[src/rtl/ilift_pkg.sv]
package ilift_pkg;
    parameter int SAMP_W = 10;
    parameter int COEF_W = SAMP_W + 2;
    parameter int WIDE_W = COEF_W + 2;
    parameter int HALF   = 8;
    parameter int FRAME  = 2 * HALF;
    parameter int IDX_W  = $clog2(HALF);
    parameter int POS_W  = IDX_W + 1;
    parameter int CNT_W  = IDX_W + 1;

    typedef logic signed [SAMP_W-1:0] samp_t;
    typedef logic signed [COEF_W-1:0] coef_t;
    typedef logic signed [WIDE_W-1:0] wide_t;

    typedef struct packed {
        logic  is_high;
        coef_t val;
    } coef_beat_t;

    typedef enum logic [1:0] {PH_FILL, PH_EVEN, PH_ODD, PH_EMIT} phase_e;

    // remove the update contribution: low - floor((hl + hr + 2) / 4)
    function automatic samp_t undo_update(coef_t lo, coef_t hl, coef_t hr);
        wide_t acc;
        acc = wide_t'(hl) + wide_t'(hr) + wide_t'(2);
        return samp_t'(wide_t'(lo) - (acc >>> 2));
    endfunction

    // restore the prediction: high + floor((el + er) / 2)
    function automatic samp_t undo_predict(coef_t hi, samp_t el, samp_t er);
        wide_t acc;
        acc = wide_t'(el) + wide_t'(er);
        return samp_t'(wide_t'(hi) + (acc >>> 1));
    endfunction
endpackage

[src/rtl/ilift_coef_store.sv]
module ilift_coef_store import ilift_pkg::*; (
    input  logic       clk,
    input  logic       rst,
    input  logic       accept_en,
    input  logic       clear,
    input  logic       beat_vld,
    input  coef_beat_t beat,
    output coef_t      lo_arr [HALF],
    output coef_t      hi_arr [HALF],
    output logic       full
);
    localparam logic [CNT_W-1:0] FULL_CNT = CNT_W'(HALF);

    logic [CNT_W-1:0] lo_cnt, hi_cnt;
    logic lo_take, hi_take;

    assign lo_take = accept_en && beat_vld && !beat.is_high && (lo_cnt < FULL_CNT);
    assign hi_take = accept_en && beat_vld &&  beat.is_high && (hi_cnt < FULL_CNT);
    assign full    = (lo_cnt == FULL_CNT) && (hi_cnt == FULL_CNT);

    always_ff @(posedge clk) begin
        if (rst) begin
            lo_cnt <= '0;
            hi_cnt <= '0;
            for (int k = 0; k < HALF; k++) begin
                lo_arr[k] <= '0;
                hi_arr[k] <= '0;
            end
        end else if (clear) begin
            lo_cnt <= '0;
            hi_cnt <= '0;
        end else begin
            if (lo_take) begin
                lo_arr[lo_cnt[IDX_W-1:0]] <= beat.val;
                lo_cnt <= lo_cnt + 1'b1;
            end
            if (hi_take) begin
                hi_arr[hi_cnt[IDX_W-1:0]] <= beat.val;
                hi_cnt <= hi_cnt + 1'b1;
            end
        end
    end


    idle_hold_chk: assert property (@(posedge clk) disable iff (rst)
        (!accept_en && !clear) |=> ($stable(lo_cnt) && $stable(hi_cnt)));

    clear_empties_chk: assert property (@(posedge clk) disable iff (rst)
        clear |=> (lo_cnt == '0 && hi_cnt == '0));

    bank_saturate_chk: assert property (@(posedge clk) disable iff (rst)
        (lo_cnt == FULL_CNT && !clear) |=> (lo_cnt == FULL_CNT));
endmodule

[src/rtl/ilift_recon_core.sv]
module ilift_recon_core import ilift_pkg::*; (
    input  logic  clk,
    input  logic  rst,
    input  logic  full,
    input  coef_t lo_arr [HALF],
    input  coef_t hi_arr [HALF],
    input  logic  emit_last,
    output logic  accept_en,
    output logic  clear,
    output logic  emit_start,
    output samp_t xs [FRAME]
);
    localparam logic [IDX_W-1:0] LAST_IDX = IDX_W'(HALF - 1);

    phase_e           phase;
    logic [IDX_W-1:0] idx, idx_prev, idx_next;
    logic [POS_W-1:0] even_pos, odd_pos, right_pos;
    samp_t            even_val, odd_val;
    logic             start_q;

    always_comb begin
        idx_prev  = (idx == '0) ? idx : idx - 1'b1;
        idx_next  = idx + 1'b1;
        even_pos  = {idx, 1'b0};
        odd_pos   = {idx, 1'b1};
        right_pos = (idx == LAST_IDX) ? even_pos : {idx_next, 1'b0};
        even_val  = undo_update(lo_arr[idx], hi_arr[idx_prev], hi_arr[idx]);
        odd_val   = undo_predict(hi_arr[idx], xs[even_pos], xs[right_pos]);
    end

    assign accept_en  = (phase == PH_FILL);
    assign clear      = (phase == PH_EMIT) && emit_last;
    assign emit_start = start_q;

    always_ff @(posedge clk) begin
        if (rst) begin
            phase   <= PH_FILL;
            idx     <= '0;
            start_q <= 1'b0;
            for (int k = 0; k < FRAME; k++) xs[k] <= '0;
        end else begin
            start_q <= 1'b0;
            unique case (phase)
                PH_FILL: if (full) begin
                    phase <= PH_EVEN;
                    idx   <= '0;
                end
                PH_EVEN: begin
                    xs[even_pos] <= even_val;
                    if (idx == LAST_IDX) begin
                        phase <= PH_ODD;
                        idx   <= '0;
                    end else idx <= idx_next;
                end
                PH_ODD: begin
                    xs[odd_pos] <= odd_val;
                    if (idx == LAST_IDX) begin
                        phase   <= PH_EMIT;
                        start_q <= 1'b1;
                    end else idx <= idx_next;
                end
                PH_EMIT: if (emit_last) phase <= PH_FILL;
                default: phase <= PH_FILL;
            endcase
        end
    end


    odd_after_even_chk: assert property (@(posedge clk) disable iff (rst)
        (phase == PH_ODD && $past(phase) != PH_ODD) |->
        ($past(phase) == PH_EVEN && $past(idx) == LAST_IDX));

    fill_needs_full_chk: assert property (@(posedge clk) disable iff (rst)
        (phase == PH_EVEN && $past(phase) == PH_FILL) |-> $past(full));
endmodule

[src/rtl/ilift_emitter.sv]
module ilift_emitter import ilift_pkg::*; (
    input  logic  clk,
    input  logic  rst,
    input  logic  start,
    input  samp_t xs [FRAME],
    output logic  samp_vld,
    output samp_t samp_val,
    output logic  last
);
    localparam logic [POS_W-1:0] LAST_POS = POS_W'(FRAME - 1);

    logic             busy;
    logic [POS_W-1:0] pos;

    assign samp_vld = busy;
    assign samp_val = busy ? xs[pos] : '0;
    assign last     = busy && (pos == LAST_POS);

    always_ff @(posedge clk) begin
        if (rst) begin
            busy <= 1'b0;
            pos  <= '0;
        end else if (start) begin
            busy <= 1'b1;
            pos  <= '0;
        end else if (busy) begin
            if (last) busy <= 1'b0;
            else      pos  <= pos + 1'b1;
        end
    end


    done_with_valid_chk: assert property (@(posedge clk) disable iff (rst)
        last |-> samp_vld);

    done_single_chk: assert property (@(posedge clk) disable iff (rst)
        last |=> !last);

    burst_chk: assert property (@(posedge clk) disable iff (rst)
        (samp_vld && !last) |=> samp_vld);
endmodule

[src/rtl/ilift53_inv.sv]
module ilift53_inv import ilift_pkg::*; (
    input  logic              clk,
    input  logic              rst,
    input  logic              coef_vld,
    input  logic              coef_is_high,
    input  logic [COEF_W-1:0] coef_val,
    output logic              samp_vld,
    output logic [SAMP_W-1:0] samp_val,
    output logic              frame_done
);
    coef_beat_t beat;
    coef_t      lo_arr [HALF];
    coef_t      hi_arr [HALF];
    samp_t      xs [FRAME];
    samp_t      samp_s;
    logic       full, accept_en, clear, emit_start, emit_last;

    assign beat.is_high = coef_is_high;
    assign beat.val     = coef_t'(coef_val);

    ilift_coef_store store_i (
        .clk(clk), .rst(rst), .accept_en(accept_en), .clear(clear),
        .beat_vld(coef_vld), .beat(beat),
        .lo_arr(lo_arr), .hi_arr(hi_arr), .full(full)
    );

    ilift_recon_core core_i (
        .clk(clk), .rst(rst), .full(full), .lo_arr(lo_arr), .hi_arr(hi_arr),
        .emit_last(emit_last), .accept_en(accept_en), .clear(clear),
        .emit_start(emit_start), .xs(xs)
    );

    ilift_emitter emit_i (
        .clk(clk), .rst(rst), .start(emit_start), .xs(xs),
        .samp_vld(samp_vld), .samp_val(samp_s), .last(emit_last)
    );

    assign samp_val   = samp_s;
    assign frame_done = emit_last;


    emit_phase_chk: assert property (@(posedge clk) disable iff (rst)
        samp_vld |-> !accept_en);
endmodule

[config.mk]
export PLATFORM = sky130hd
export DESIGN_NAME = ilift53_inv
export DESIGN_NICKNAME = d
export VERILOG_FILES = /design/src/rtl/ilift_pkg.sv /design/src/rtl/ilift_coef_store.sv /design/src/rtl/ilift_recon_core.sv /design/src/rtl/ilift_emitter.sv /design/src/rtl/ilift53_inv.sv
export SDC_FILE = /design/constraint.sdc
export NUM_CORES = 1
export LEC_CHECK = 0
export BUFFER_PORTS_ARGS = -buffer_cell sky130_fd_sc_hd__buf_2
export CAP_MARGIN = 5
export CELL_PAD_IN_SITES_DETAIL_PLACEMENT = 1
export CELL_PAD_IN_SITES_GLOBAL_PLACEMENT = 2
export CORE_ASPECT_RATIO = 1.2
export CORE_MARGIN = 4
export CORE_UTILIZATION = 44
export DETAILED_ROUTE_END_ITERATION = 8
export HOLD_SLACK_MARGIN = 0.05
export PLACE_DENSITY = 0.92
export SYNTH_ARGS = -nofsm -noshare
export SYNTH_HDL_FRONTEND = slang
export SYNTH_SLANG_ARGS = --single-unit
[constraint.sdc]
create_clock -name clk -period 14.8 [get_ports clk]
set_clock_uncertainty 0.05 [all_clocks]
set_input_delay 0.74 -clock clk [delete_from_list [all_inputs] [get_ports clk]]
set_output_delay 0.74 -clock clk [all_outputs]
set_load 0.005 [all_outputs]
==> impl_metrics.env, run 1 <==
export IMPL_outcome="finished, final reports clean"
export IMPL_gp_congestion=0.883
export IMPL_period_share_pct=46.7
export IMPL_synth_distinct_cells=65
export IMPL_synthArstFlopShare_pct=0
export IMPL_cts_tree="yes"
export IMPL_p_seq_share_pct=35.8
export IMPL_multi_input_area_sq_um=10900
export IMPL_antenna_found_initial=0
export IMPL_grt_usage_pct=28.2
export IMPL_synth_ff_type="dfxtp_1"
export IMPL_post_route_min_period_ns=6.91
export IMPL_p_int_mw=1.82
export IMPL_clockBufferDepth=3
export IMPL_cts_hold_buf=0
export IMPL_place_inst=2518
export IMPL_num_rows=82
export IMPL_worstPathMaxFanout=23
export IMPL_final_common_cell="dfxtp_1"
export IMPL_synth_top_family_by_area="multiplexers"
export IMPL_dpl_hpwl_mm=42.9
export IMPL_worst_setup_path_end_kind="flop"
export IMPL_syn_area_sq_um=18600
export IMPL_max_slew_margin_rel_pct=10.1
export IMPL_required_ns=15.28
export IMPL_setup_viol=0
export IMPL_finalNetCount=2098
export IMPL_start_util_pct=44.5
export IMPL_cts_sinks=355
export IMPL_final_cell_mix="353 x dfxtp_1, 333 x nor2_1, 248 x nand2_1, 171 x mux2i_1, 162 x a21oi_1"
export IMPL_drive_above_1_share_pct=13.2
export IMPL_power_frac_clock_pct=37.8
export IMPL_clk_root_buffer_cell="clkbuf_16"
export IMPL_worst_pin_slew_ns=1.34
export IMPL_grt_pass1_wl_mm=101
export IMPL_placed_cell_area_sq_um=19200
export IMPL_synth_compound_area_share_pct=12.6
export IMPL_regArea_sq_um=7110
export IMPL_hold_ws_ns=0.412
export IMPL_ioPinCount=28
export IMPL_die_area_sq_um=45800
export IMPL_startpoint_type="flop"
export IMPL_stdcell_count=2592
export IMPL_power_mw=2.77
export IMPL_clk_pin_slew_ns=0.06
export IMPL_grt_max_degree=111
export IMPL_syn_num_nets=2148
export IMPL_yosysSeqAreaShare_pct=38.1
export IMPL_avgRoutedWirePerCell_microns=25.3
export IMPL_post_cts_repair_setup_buffers=0
export IMPL_area_delta_synth_final_pct=10.6
export IMPL_viasPerCell=6.32
export IMPL_setup_tns_ns=0
export IMPL_cp_arrival_ns=7.38
export IMPL_grt_setup_unrepaired="no"
export IMPL_routed_via_count=16375
export IMPL_hold_viol=0
export IMPL_ys_ff_latch=355
export IMPL_fmax_mhz=145
export IMPL_stdcell_area_sq_um=20600
export IMPL_synth_warnings=0
export IMPL_die_h_microns=234
export IMPL_die_w_microns=196
export IMPL_n_antenna_cell=0
export IMPL_leakage_nw=7.92
export IMPL_synthMuxAreaShare_pct=21.3
export IMPL_postSynthAreaPerCell_sq_um=9.03
export IMPL_synth_fa_ha_area_share_pct=4.66
export IMPL_switching_share_pct=34.3
export IMPL_slew_violations=0
export IMPL_yosys_area_share_xor_xnor_pct=1.65
export IMPL_fillers=4762
export IMPL_ant_nets=0
export IMPL_drt_total_wl_mm=65.5
export IMPL_drc=0
export IMPL_port_buffers=27
export IMPL_cts_resized=0
export IMPL_powerDensity_nw_per_um2=134
export IMPL_core_area_sq_um=41900
export IMPL_crit_type="reg2reg"
export IMPL_grt_pass1_vias=17025
export IMPL_comb_power_share_pct=26.5
export IMPL_netSwitchingPower_uw=948
export IMPL_drv_cap=0
export IMPL_overflow=0
export IMPL_drt_iter0_drc=1010
export IMPL_hold_class="reg2reg"
export IMPL_peakVddDrop_mv=0.107
export IMPL_cts_made_buffers=41
export IMPL_firstDrtPassIters=5
export IMPL_netlist_instances=2065
export IMPL_clock_latency_ns=0.58
export IMPL_yosys_area_share_simple_pct=17.7
export IMPL_synth_edff_count=0
export IMPL_htree_levels=2
[power groups by stage]
| stage | registers [mW] | clock network, mW | logic [mW] |
|---|---|---|---|
| 2_1_floorplan | 1.00 | 0 | 0.497 |
| 6_report | 0.990 | 1.05 | 0.732 |
| 4_1_cts | 0.990 | 1.06 | 0.726 |
| 3_5_place_dp | 1.01 | 0 | 0.718 |
| 5_1_grt | 0.992 | 1.10 | 0.791 |
| 3_3_place_gp | 1.01 | 0 | 0.701 |
[worst max-delay path, cell delays in order, from the launching register on]
cell and delay (ns):
dfxtp_1 0.85, ha_1 0.30, ha_1 0.30, inv_1 0.08, ha_1 0.28, buf_4 0.36
mux4_2 0.57, mux2_2 0.28, ha_1 0.36, nand2_1 0.08, o31ai_1 0.55, a41oi_1 0.28
a21oi_1 0.23, o21a_1 0.13, nor2_1 0.05, xnor2_1 0.13, ha_1 0.35, and3_1 0.18
a211oi_1 0.21, nand3_1 0.55, nor4_1 0.54, a211o_1 0.15
[through the flow]
step                      util (%)  setup WS [ns]
final                         49.3           7.89
after global routing          49.3           7.42
after CTS                     49.3           7.95
after detailed placement      46.0           7.98
after global placement        46.0           8.20
after floorplan                  -           8.77
[layer usage]
metal	wire (microns)	vias to the layer above	track usage, %
li1	-	7311	-
met1	25400	8233	33.5
met2	32800	628	50.0
met3	4100	203	3.95
met4	3100	0	13.6
met5	0	-	0
[cells in the mapped netlist, drive strengths merged (5+ instances only)]
library cell	count	area (sq um)
dfxtp	355	7110
o21ai	14	70.1
nand3	39	195
clkbuf	130	488
and2	11	68.8
a211o	7	61.3
a21oi	163	816
o22ai	80	500
nor2	334	1250
xor2	11	96.3
a22oi	40	300
nand3b	13	97.6
nor4	35	219
mux2	12	135
inv	31	116
buf	31	134
nor3	18	90.1
a211oi	27	203
or4	9	67.6
o21bai	5	37.5
a21o	8	60.1
nand4	10	62.6
mux2i	172	1720
xnor2	22	211
nor2b	7	43.8
nor3b	11	82.6
ha	63	788
mux4	94	2120
nand2	248	931
nand2b	9	63.8
[cell type report]
type / count / area share [%]
Clock inverter: 19 / 0.898
Inverter: 31 / 0.564
Clock buffer: 55 / 5.78
Tap cell: 546 / 3.31
Multi-Input combinational cell: 1518 / 52.8
Timing Repair Buffer: 68 / 2.20
Sequential cell: 355 / 34.5
[flip-flops by register name, indices dropped and copies added, names as in the netlist]
name and count:
core_i.xs 160, store_i.hi_arr 96, store_i.lo_arr 80, emit_i.pos 4
store_i.hi_cnt 4, store_i.lo_cnt 4, core_i.idx 3, core_i.phase 2
core_i.emit_start 1, emit_i.samp_vld 1
[cells by family after synthesis]
group	Yosys count
mux	278
compound gates	379
buf+inv	192
simple gates	761
fa+ha+maj	67
xor+xnor	33
flops	355
[path summary, 6_finish.rpt]
check	startpoint	endpoint	slack (ns)	depth (start not counted)
max	core_i.idx[0]$_SDFFE_PP0P_	core_i.xs[89]$_SDFFE_PP0P_	7.89	21
min	core_i.xs[21]$_SDFFE_PP0P_	core_i.xs[21]$_SDFFE_PP0P_	0.41	2
max reg2reg	core_i.idx[0]$_SDFFE_PP0P_	core_i.xs[89]$_SDFFE_PP0P_	7.89	21
min reg2reg	core_i.xs[21]$_SDFFE_PP0P_	core_i.xs[21]$_SDFFE_PP0P_	0.41	2
(Power assumes the default switching activity.)
==> run 2: changes to the inputs <==
--- a/config.mk
+++ b/config.mk
@@ -11,10 +11,10 @@
 export CELL_PAD_IN_SITES_GLOBAL_PLACEMENT = 2
 export CORE_ASPECT_RATIO = 1.2
 export CORE_MARGIN = 4
-export CORE_UTILIZATION = 44
+export CORE_UTILIZATION = 41
 export DETAILED_ROUTE_END_ITERATION = 8
 export HOLD_SLACK_MARGIN = 0.05
-export PLACE_DENSITY = 0.92
+export PLACE_DENSITY = 0.87
 export SYNTH_ARGS = -nofsm -noshare
 export SYNTH_HDL_FRONTEND = slang
 export SYNTH_SLANG_ARGS = --single-unit
==> constraint.sdc (replaced) <==
create_clock -name clk -period 6.4 [get_ports clk]
set_clock_uncertainty 0.05 [all_clocks]
set_input_delay 0.32 -clock clk [delete_from_list [all_inputs] [get_ports clk]]
set_output_delay 0.32 -clock clk [all_outputs]
set_load 0.005 [all_outputs]
==> run 2 against run 1 <==
  * Die area grew 7.0%
  * First-iteration DRC count grew 13%
  * Core utilization shrank 2.6 points
  * Final cell count grew 3.3%
  * Hold slack lost 0.31 ns
  * Sequential cell count is the same
  * Register-to-register slack lost 7.4 ns
  * Critical path depth is the same
  * Critical path type unchanged
  * Critical endpoint is now core_i.xs[109]$_SDFFE_PP0P_
==> impl_metrics.env, run 2 (synthesis results as in run 1) <==
export IMPL_cp_arrival_ns=6.42
export IMPL_num_rows=85
export IMPL_ant_nets=0
export IMPL_die_w_microns=203
export IMPL_firstDrtPassIters=5
export IMPL_clock_latency_ns=0.59
export IMPL_crit_type="reg2reg"
export IMPL_overflow=0
export IMPL_post_route_min_period_ns=5.95
export IMPL_antenna_found_initial=0
export IMPL_wl_met2_mm=32.8
export IMPL_viasPerCell=6.13
export IMPL_regArea_sq_um=7110
export IMPL_grt_pass1_vias=17332
export IMPL_reg2reg_depth=21
export IMPL_peakVddDrop_mv=0.197
export IMPL_fillers=5215
export IMPL_max_slew_margin_rel_pct=22.3
export IMPL_drc=0
export IMPL_reg_top3="core_i.xs: 160 flops, store_i.hi_arr: 96 flops, store_i.lo_arr: 80 flops"
export IMPL_htree_levels=2
export IMPL_hold_viol=0
export IMPL_n_antenna_cell=0
export IMPL_avgRoutedWirePerCell_microns=24.4
export IMPL_clk_root_buffer_cell="clkbuf_16"
export IMPL_worstPathMaxFanout=16
export IMPL_dpl_hpwl_mm=44.2
export IMPL_cts_sinks=355
export IMPL_powerDensity_nw_per_um2=309
export IMPL_largest_reg_flops=160
export IMPL_drt_total_wl_mm=65.4
export IMPL_die_area_sq_um=49000
export IMPL_period_share_pct=93.0
export IMPL_wl_met3_mm=4.13
export IMPL_fmax_mhz=168
export IMPL_core_area_sq_um=44900
export IMPL_gp_congestion=0.905
export IMPL_worst_setup_path_end_kind="flop"
export IMPL_startpoint_type="flop"
export IMPL_grt_usage_pct=26.4
export IMPL_area_delta_synth_final_pct=12.3
export IMPL_multi_input_area_sq_um=10900
export IMPL_path_depth=21
export IMPL_clk_pin_slew_ns=0.06
export IMPL_crit_path_cell_trace="ha_1 > ha_1 > inv_1 > ha_1 > buf_4 > mux4_2 > mux2_2 > ha_1 > a21oi_1 > nor2b_1 > a41oi_1 > a21oi_1 > o21a_1 > nor2_1 > xnor2_1 > ha_1 > and3_1 > a211oi_1 > nand3_2 > nor4_1 > a211o_1"
export IMPL_start_util_pct=41.5
export IMPL_cpLargestDelayFamily="adder cells"
export IMPL_cp_common_cell="ha_1"
export IMPL_m1WireLength_mm=25.3
export IMPL_critPathMaxStageDelay_ns=0.55
export IMPL_grt_setup_unrepaired="no"
export IMPL_cts_tree="yes"
export IMPL_finalNetCount=2122
export IMPL_setup_viol=0
export IMPL_critPathBufInv=2
export IMPL_die_h_microns=242
export IMPL_post_cts_repair_setup_buffers=0
export IMPL_port_buffers=27
export IMPL_required_ns=6.87
export IMPL_top_layer_used="met4"
export IMPL_clockBufferDepth=3
export IMPL_whs_path_depth=3
export IMPL_final_util_pct=46.6
export IMPL_regMostFlops="core_i.xs"
export IMPL_leakage_nw=8.04
export IMPL_slew_violations=0
export IMPL_drive_above_1_share_pct=14.1
export IMPL_hold_class="in2reg"
export IMPL_final_common_cell="dfxtp_1"
export IMPL_drv_cap=0
export IMPL_drt_iter0_drc=1140
export IMPL_grt_max_degree=172
export IMPL_grt_pass1_wl_mm=102
export IMPL_cpMaxStageDelayCell="mux4_2"
export IMPL_ioPinCount=28
export IMPL_outcome="finished, final reports clean"
export IMPL_setup_tns_ns=0
export IMPL_cts_made_buffers=41
export IMPL_worst_pin_slew_ns=1.16
export IMPL_routed_via_count=16419
export IMPL_final_cell_mix="353 x dfxtp_1, 332 x nor2_1, 248 x nand2_1, 171 x mux2i_1, 162 x a21oi_1"
run 2: layout make-up:
cell class                      instances  area share [%]
Sequential cell                       355            34.0
Clock inverter                         18            1.21
Tap cell                              609            3.64
Multi-Input combinational cell       1518            52.0
Inverter                               31           0.556
Clock buffer                           55            5.49
Timing Repair Buffer                   92            3.11
run 2: per-layer routing:
layer	track usage, %	vias up
li1	-	7360
met1	31.7	8269
met2	46.2	591
met3	4.80	199
met4	11.1	0
met5	0	-
run 2: worst paths after layout:
| kind | start | to | slack (ns) |
|---|---|---|---|
| worst max-delay path | core_i.idx[0]$_SDFFE_PP0P_ | core_i.xs[109]$_SDFFE_PP0P_ | 0.45 |
| worst min-delay path | coef_val[0] | store_i.hi_arr[0]$_SDFFE_PP0P_ | 0.1 |
| worst max register to register | core_i.idx[0]$_SDFFE_PP0P_ | core_i.xs[109]$_SDFFE_PP0P_ | 0.45 |
| worst min register to register | core_i.xs[48]$_SDFFE_PP0P_ | core_i.xs[48]$_SDFFE_PP0P_ | 0.41 |
run 2: stage by stage:
stage	cells	worst slack, ns	instance area, sq um	power (mW)	hold WS (ns)
after floorplan	2065	0.372	18600	3.46	0.383
after global placement	2602	0.580	19500	3.99	0.388
after detailed placement	2602	0.341	19500	4.03	0.397
after CTS	2677	0.192	20900	6.50	0.0703
after global routing	2678	0.0138	20900	6.76	0.108
final	2678	0.447	20900	6.47	0.0993
run 2: where the power goes:
group	internal (mW)	total [mW]	leakage, nW	switching (mW)
logic	0.566	1.74	4.50	1.18
clock network	1.44	2.45	0.683	1.01
registers	2.24	2.28	2.86	0.0378
total	4.25	6.47	8.04	2.23
run 2: worst reg2reg max path: stages, from the launching register on:
cell and delay, ns:
dfxtp_1 0.47, ha_1 0.23, ha_1 0.17, inv_1 0.05, ha_1 0.52, buf_4 0.38, mux4_2 0.56, mux2_2 0.29
ha_1 0.35, a21oi_1 0.17, nor2b_1 0.06, a41oi_1 0.27, a21oi_1 0.15, o21a_1 0.19, nor2_1 0.11, xnor2_1 0.14
ha_1 0.30, and3_1 0.19, a211oi_1 0.28, nand3_2 0.37, nor4_1 0.45, a211o_1 0.16
run 2: timing repair:
| action | in CTS | in global routing |
|---|---|---|
| hold buffers | 2 | 0 |
| gates resized for setup | 0 | 3 |
| hold endpoints to repair | 13 | 0 |
| setup endpoints to repair | 0 | 22 |
==> run 3: changes to the inputs <==
--- a/config.mk
+++ b/config.mk
@@ -5,16 +5,17 @@
 export SDC_FILE = /design/constraint.sdc
 export NUM_CORES = 1
 export LEC_CHECK = 0
+export ABC_AREA = 1
 export BUFFER_PORTS_ARGS = -buffer_cell sky130_fd_sc_hd__buf_2
 export CAP_MARGIN = 5
 export CELL_PAD_IN_SITES_DETAIL_PLACEMENT = 1
 export CELL_PAD_IN_SITES_GLOBAL_PLACEMENT = 2
 export CORE_ASPECT_RATIO = 1.2
 export CORE_MARGIN = 4
-export CORE_UTILIZATION = 41
+export CORE_UTILIZATION = 37
 export DETAILED_ROUTE_END_ITERATION = 8
 export HOLD_SLACK_MARGIN = 0.05
-export PLACE_DENSITY = 0.87
+export PLACE_DENSITY = 0.86
 export SYNTH_ARGS = -nofsm -noshare
 export SYNTH_HDL_FRONTEND = slang
 export SYNTH_SLANG_ARGS = --single-unit
==> run 3 against run 2 <==
  * Area after synthesis grew 1.9%
  * Core utilization shrank 4.7 points
  * Hold slack lost 0.014 ns
  * Final cell count grew 25%
  * Synthesized cell count grew 31%
  * Critical endpoint unchanged
  * Largest cell class unchanged
  * Routed wire length grew 16%
  * Non-clock buffer count grew 1
  * First-iteration DRC count grew 8.2%
  * Final area grew 1.4%
  * Sequential share of layout area shrank 0.47 points
  * Register-to-register slack gained 0.12 ns
==> impl_metrics.env, run 3 <==
export IMPL_drive_above_1_share_pct=8.15
export IMPL_period_share_pct=91.1
export IMPL_max_slew_margin_rel_pct=23.2
export IMPL_overflow=0
export IMPL_die_h_microns=256
export IMPL_synth_commonest_cells="467 x o21ai_0, 359 x a21oi_1, 355 x dfxtp_1"
export IMPL_post_route_min_period_ns=5.83
export IMPL_cpMaxStageDelayCell="fa_1"
export IMPL_cts_tree="yes"
export IMPL_critPathBufInv=7
export IMPL_n_antenna_cell=0
export IMPL_post_cts_repair_setup_buffers=0
export IMPL_dpl_hpwl_mm=51.4
export IMPL_htree_levels=2
export IMPL_clk_pin_slew_ns=0.06
export IMPL_gp_congestion=0.876
export IMPL_stdcell_area_sq_um=21200
export IMPL_routed_via_count=19485
export IMPL_setup_tns_ns=0
export IMPL_avgRoutedWirePerCell_microns=22.5
export IMPL_synth_distinct_cells=53
export IMPL_startpoint_type="flop"
export IMPL_final_cell_mix="467 x o21ai_0, 359 x a21oi_1, 352 x dfxtp_1, 325 x nor2_1, 293 x inv_1"
export IMPL_grt_use_met2_pct=46.8
export IMPL_synth_ff_type="dfxtp_1"
export IMPL_clockBufferDepth=3
export IMPL_syn_num_nets=2798
export IMPL_hold_viol=0
export IMPL_synth_warnings=0
export IMPL_final_util_pct=42.0
export IMPL_slew_violations=0
export IMPL_synthArstFlopShare_pct=0
export IMPL_yosysTopAreaCell="dfxtp_1"
export IMPL_required_ns=6.83
export IMPL_core_area_sq_um=50600
export IMPL_ant_nets=0
export IMPL_cp_common_cell="nand2_1"
export IMPL_grt_pass1_vias=19730
export IMPL_grt_pass1_wl_mm=117
export IMPL_final_common_cell="o21ai_0"
export IMPL_worst_pin_slew_ns=1.15
export IMPL_cp_arrival_ns=6.25
export IMPL_yosysTopAreaCellShare_pct=37.4
export IMPL_ys_ff_latch=355
export IMPL_ys_top_cells_by_area="dfxtp_1 37%, o21ai_0 12%, a21oi_1 9.5%"
export IMPL_cts_made_buffers=44
export IMPL_ioPinCount=28
export IMPL_syn_area_sq_um=19000
export IMPL_area_delta_synth_final_pct=11.8
export IMPL_yosysSeqAreaShare_pct=37.4
export IMPL_drv_cap=0
export IMPL_setup_viol=0
export IMPL_grt_usage_pct=26.5
export IMPL_use_met3_pct=3.55
export IMPL_place_inst=3272
export IMPL_fmax_mhz=172
export IMPL_port_buffers=27
export IMPL_grt_max_degree=126
export IMPL_stdcell_count=3354
export IMPL_grt_busiest_layer="met2"
export IMPL_critPathMaxStageDelay_ns=0.47
export IMPL_num_rows=90
export IMPL_start_util_pct=37.6
export IMPL_firstDrtPassIters=5
export IMPL_placed_cell_area_sq_um=19700
export IMPL_yosysMostFrequentCell="o21ai_0"
export IMPL_viasPerCell=5.81
export IMPL_crit_type="reg2reg"
export IMPL_postSynthAreaPerCell_sq_um=7.00
export IMPL_die_w_microns=215
export IMPL_clk_root_buffer_cell="clkbuf_16"
export IMPL_hold_class="in2reg"
export IMPL_finalNetCount=2760
export IMPL_drc=0
export IMPL_antenna_found_initial=1
export IMPL_drt_total_wl_mm=75.6
export IMPL_synth_edff_count=0
export IMPL_fillers=6357
export IMPL_netlist_instances=2715
export IMPL_clock_latency_ns=0.58
export IMPL_largest_reg_flops=160
export IMPL_die_area_sq_um=55000
export IMPL_regArea_sq_um=7110
export IMPL_grt_setup_unrepaired="no"
export IMPL_cpLargestDelayFamily="simple AND/OR/NAND/NOR gates"
export IMPL_cts_sinks=355
export IMPL_regMostFlops="core_i.xs"
export IMPL_worst_setup_path_end_kind="flop"
export IMPL_multi_input_area_sq_um=9990
export IMPL_drt_iter0_drc=1234
export IMPL_reg_top3="core_i.xs: 160 flops, store_i.hi_arr: 96 flops, store_i.lo_arr: 80 flops"
export IMPL_met1_usage_pct=33.3
export IMPL_outcome="finished, final reports clean"
export IMPL_worstPathMaxFanout=23
[run 3: cell count changes in the layout (fill, tap and decap cells not counted), sizes merged, moves of 59 or more]
| cell | before | now |
|---|---|---|
| inv | 32 | 311 |
| mux4 | 94 | 0 |
| mux2i | 172 | 0 |
| o211ai | 1 | 60 |
| o21ai | 14 | 470 |
| a21oi | 163 | 360 |
| nand3 | 39 | 120 |
[run 3: final timing paths]
kind                                         from                              end  slack, ns  depth (start not counted)
hold / removal                       coef_val[11]  store_i.hi_arr[71]$_SDFFE_PP0P_       0.08                          3
setup reg to reg       core_i.idx[0]$_SDFFE_PP0P_      core_i.xs[109]$_SDFFE_PP0P_       0.57                         30
hold reg to reg   store_i.lo_arr[53]$_SDFFE_PP0P_  store_i.lo_arr[53]$_SDFFE_PP0P_       0.40                          2
setup / recovery       core_i.idx[0]$_SDFFE_PP0P_      core_i.xs[109]$_SDFFE_PP0P_       0.57                         30
[run 3: metal layers]
layer | share of wire, % | wire length [microns]
met2 | 49 | 36900
met3 | 4.5 | 3370
met5 | 0 | 0
met1 | 43 | 32700
met4 | 3.5 | 2660
[run 3: worst register-to-register path: cells and delay by family, from the launching register on]
kind	cells	cell delay, ns
AO/OA/AOI/OAI	6	1.07
flip-flops	1	0.41
adder cells (fa/ha/maj)	4	1.24
AND/OR/NAND/NOR	13	1.84
buffers and inverters	7	1.12
[run 3: area by class of cell]
cell class | count | area share, %
inverter | 316 | 5.64
clock buffer | 66 | 6.15
multi-input combinational | 1867 | 47.1
tap | 644 | 3.80
sequential | 355 | 33.5
timing repair buffer | 93 | 2.99
clock inverter | 13 | 0.855
[run 3: through the flow]
stage	hold slack (ns)	setup slack, ns
after floorplan	0.373	1.42
after global placement	0.381	0.713
after detailed placement	0.390	0.413
after CTS	0.0552	0.392
after global routing	0.106	0.0724
final	0.0849	0.571
[run 3: logic make-up after synthesis]
family	after synthesis	synth area share [%]
adders and majority gates	67	4.57
DFF	355	37.4
AOI/OAI and AO/OA	1030	29.7
xor gates and xnor gates	29	1.34
buffers and inverters	494	10.1
and+or+nand+nor	740	16.8
[run 3: what timing repair did]
action / 4_1_cts / 5_1_grt
endpoints found under the setup margin: 0 / 16
resized for setup: 0 / 3
hold buffers: 2 / 0
endpoints found under the hold margin: 8 / 0
Power of run 3 is left out: the tool's default activity adds up to more than one toggle a clock period on the data nets, which glitch-free logic cannot reach.
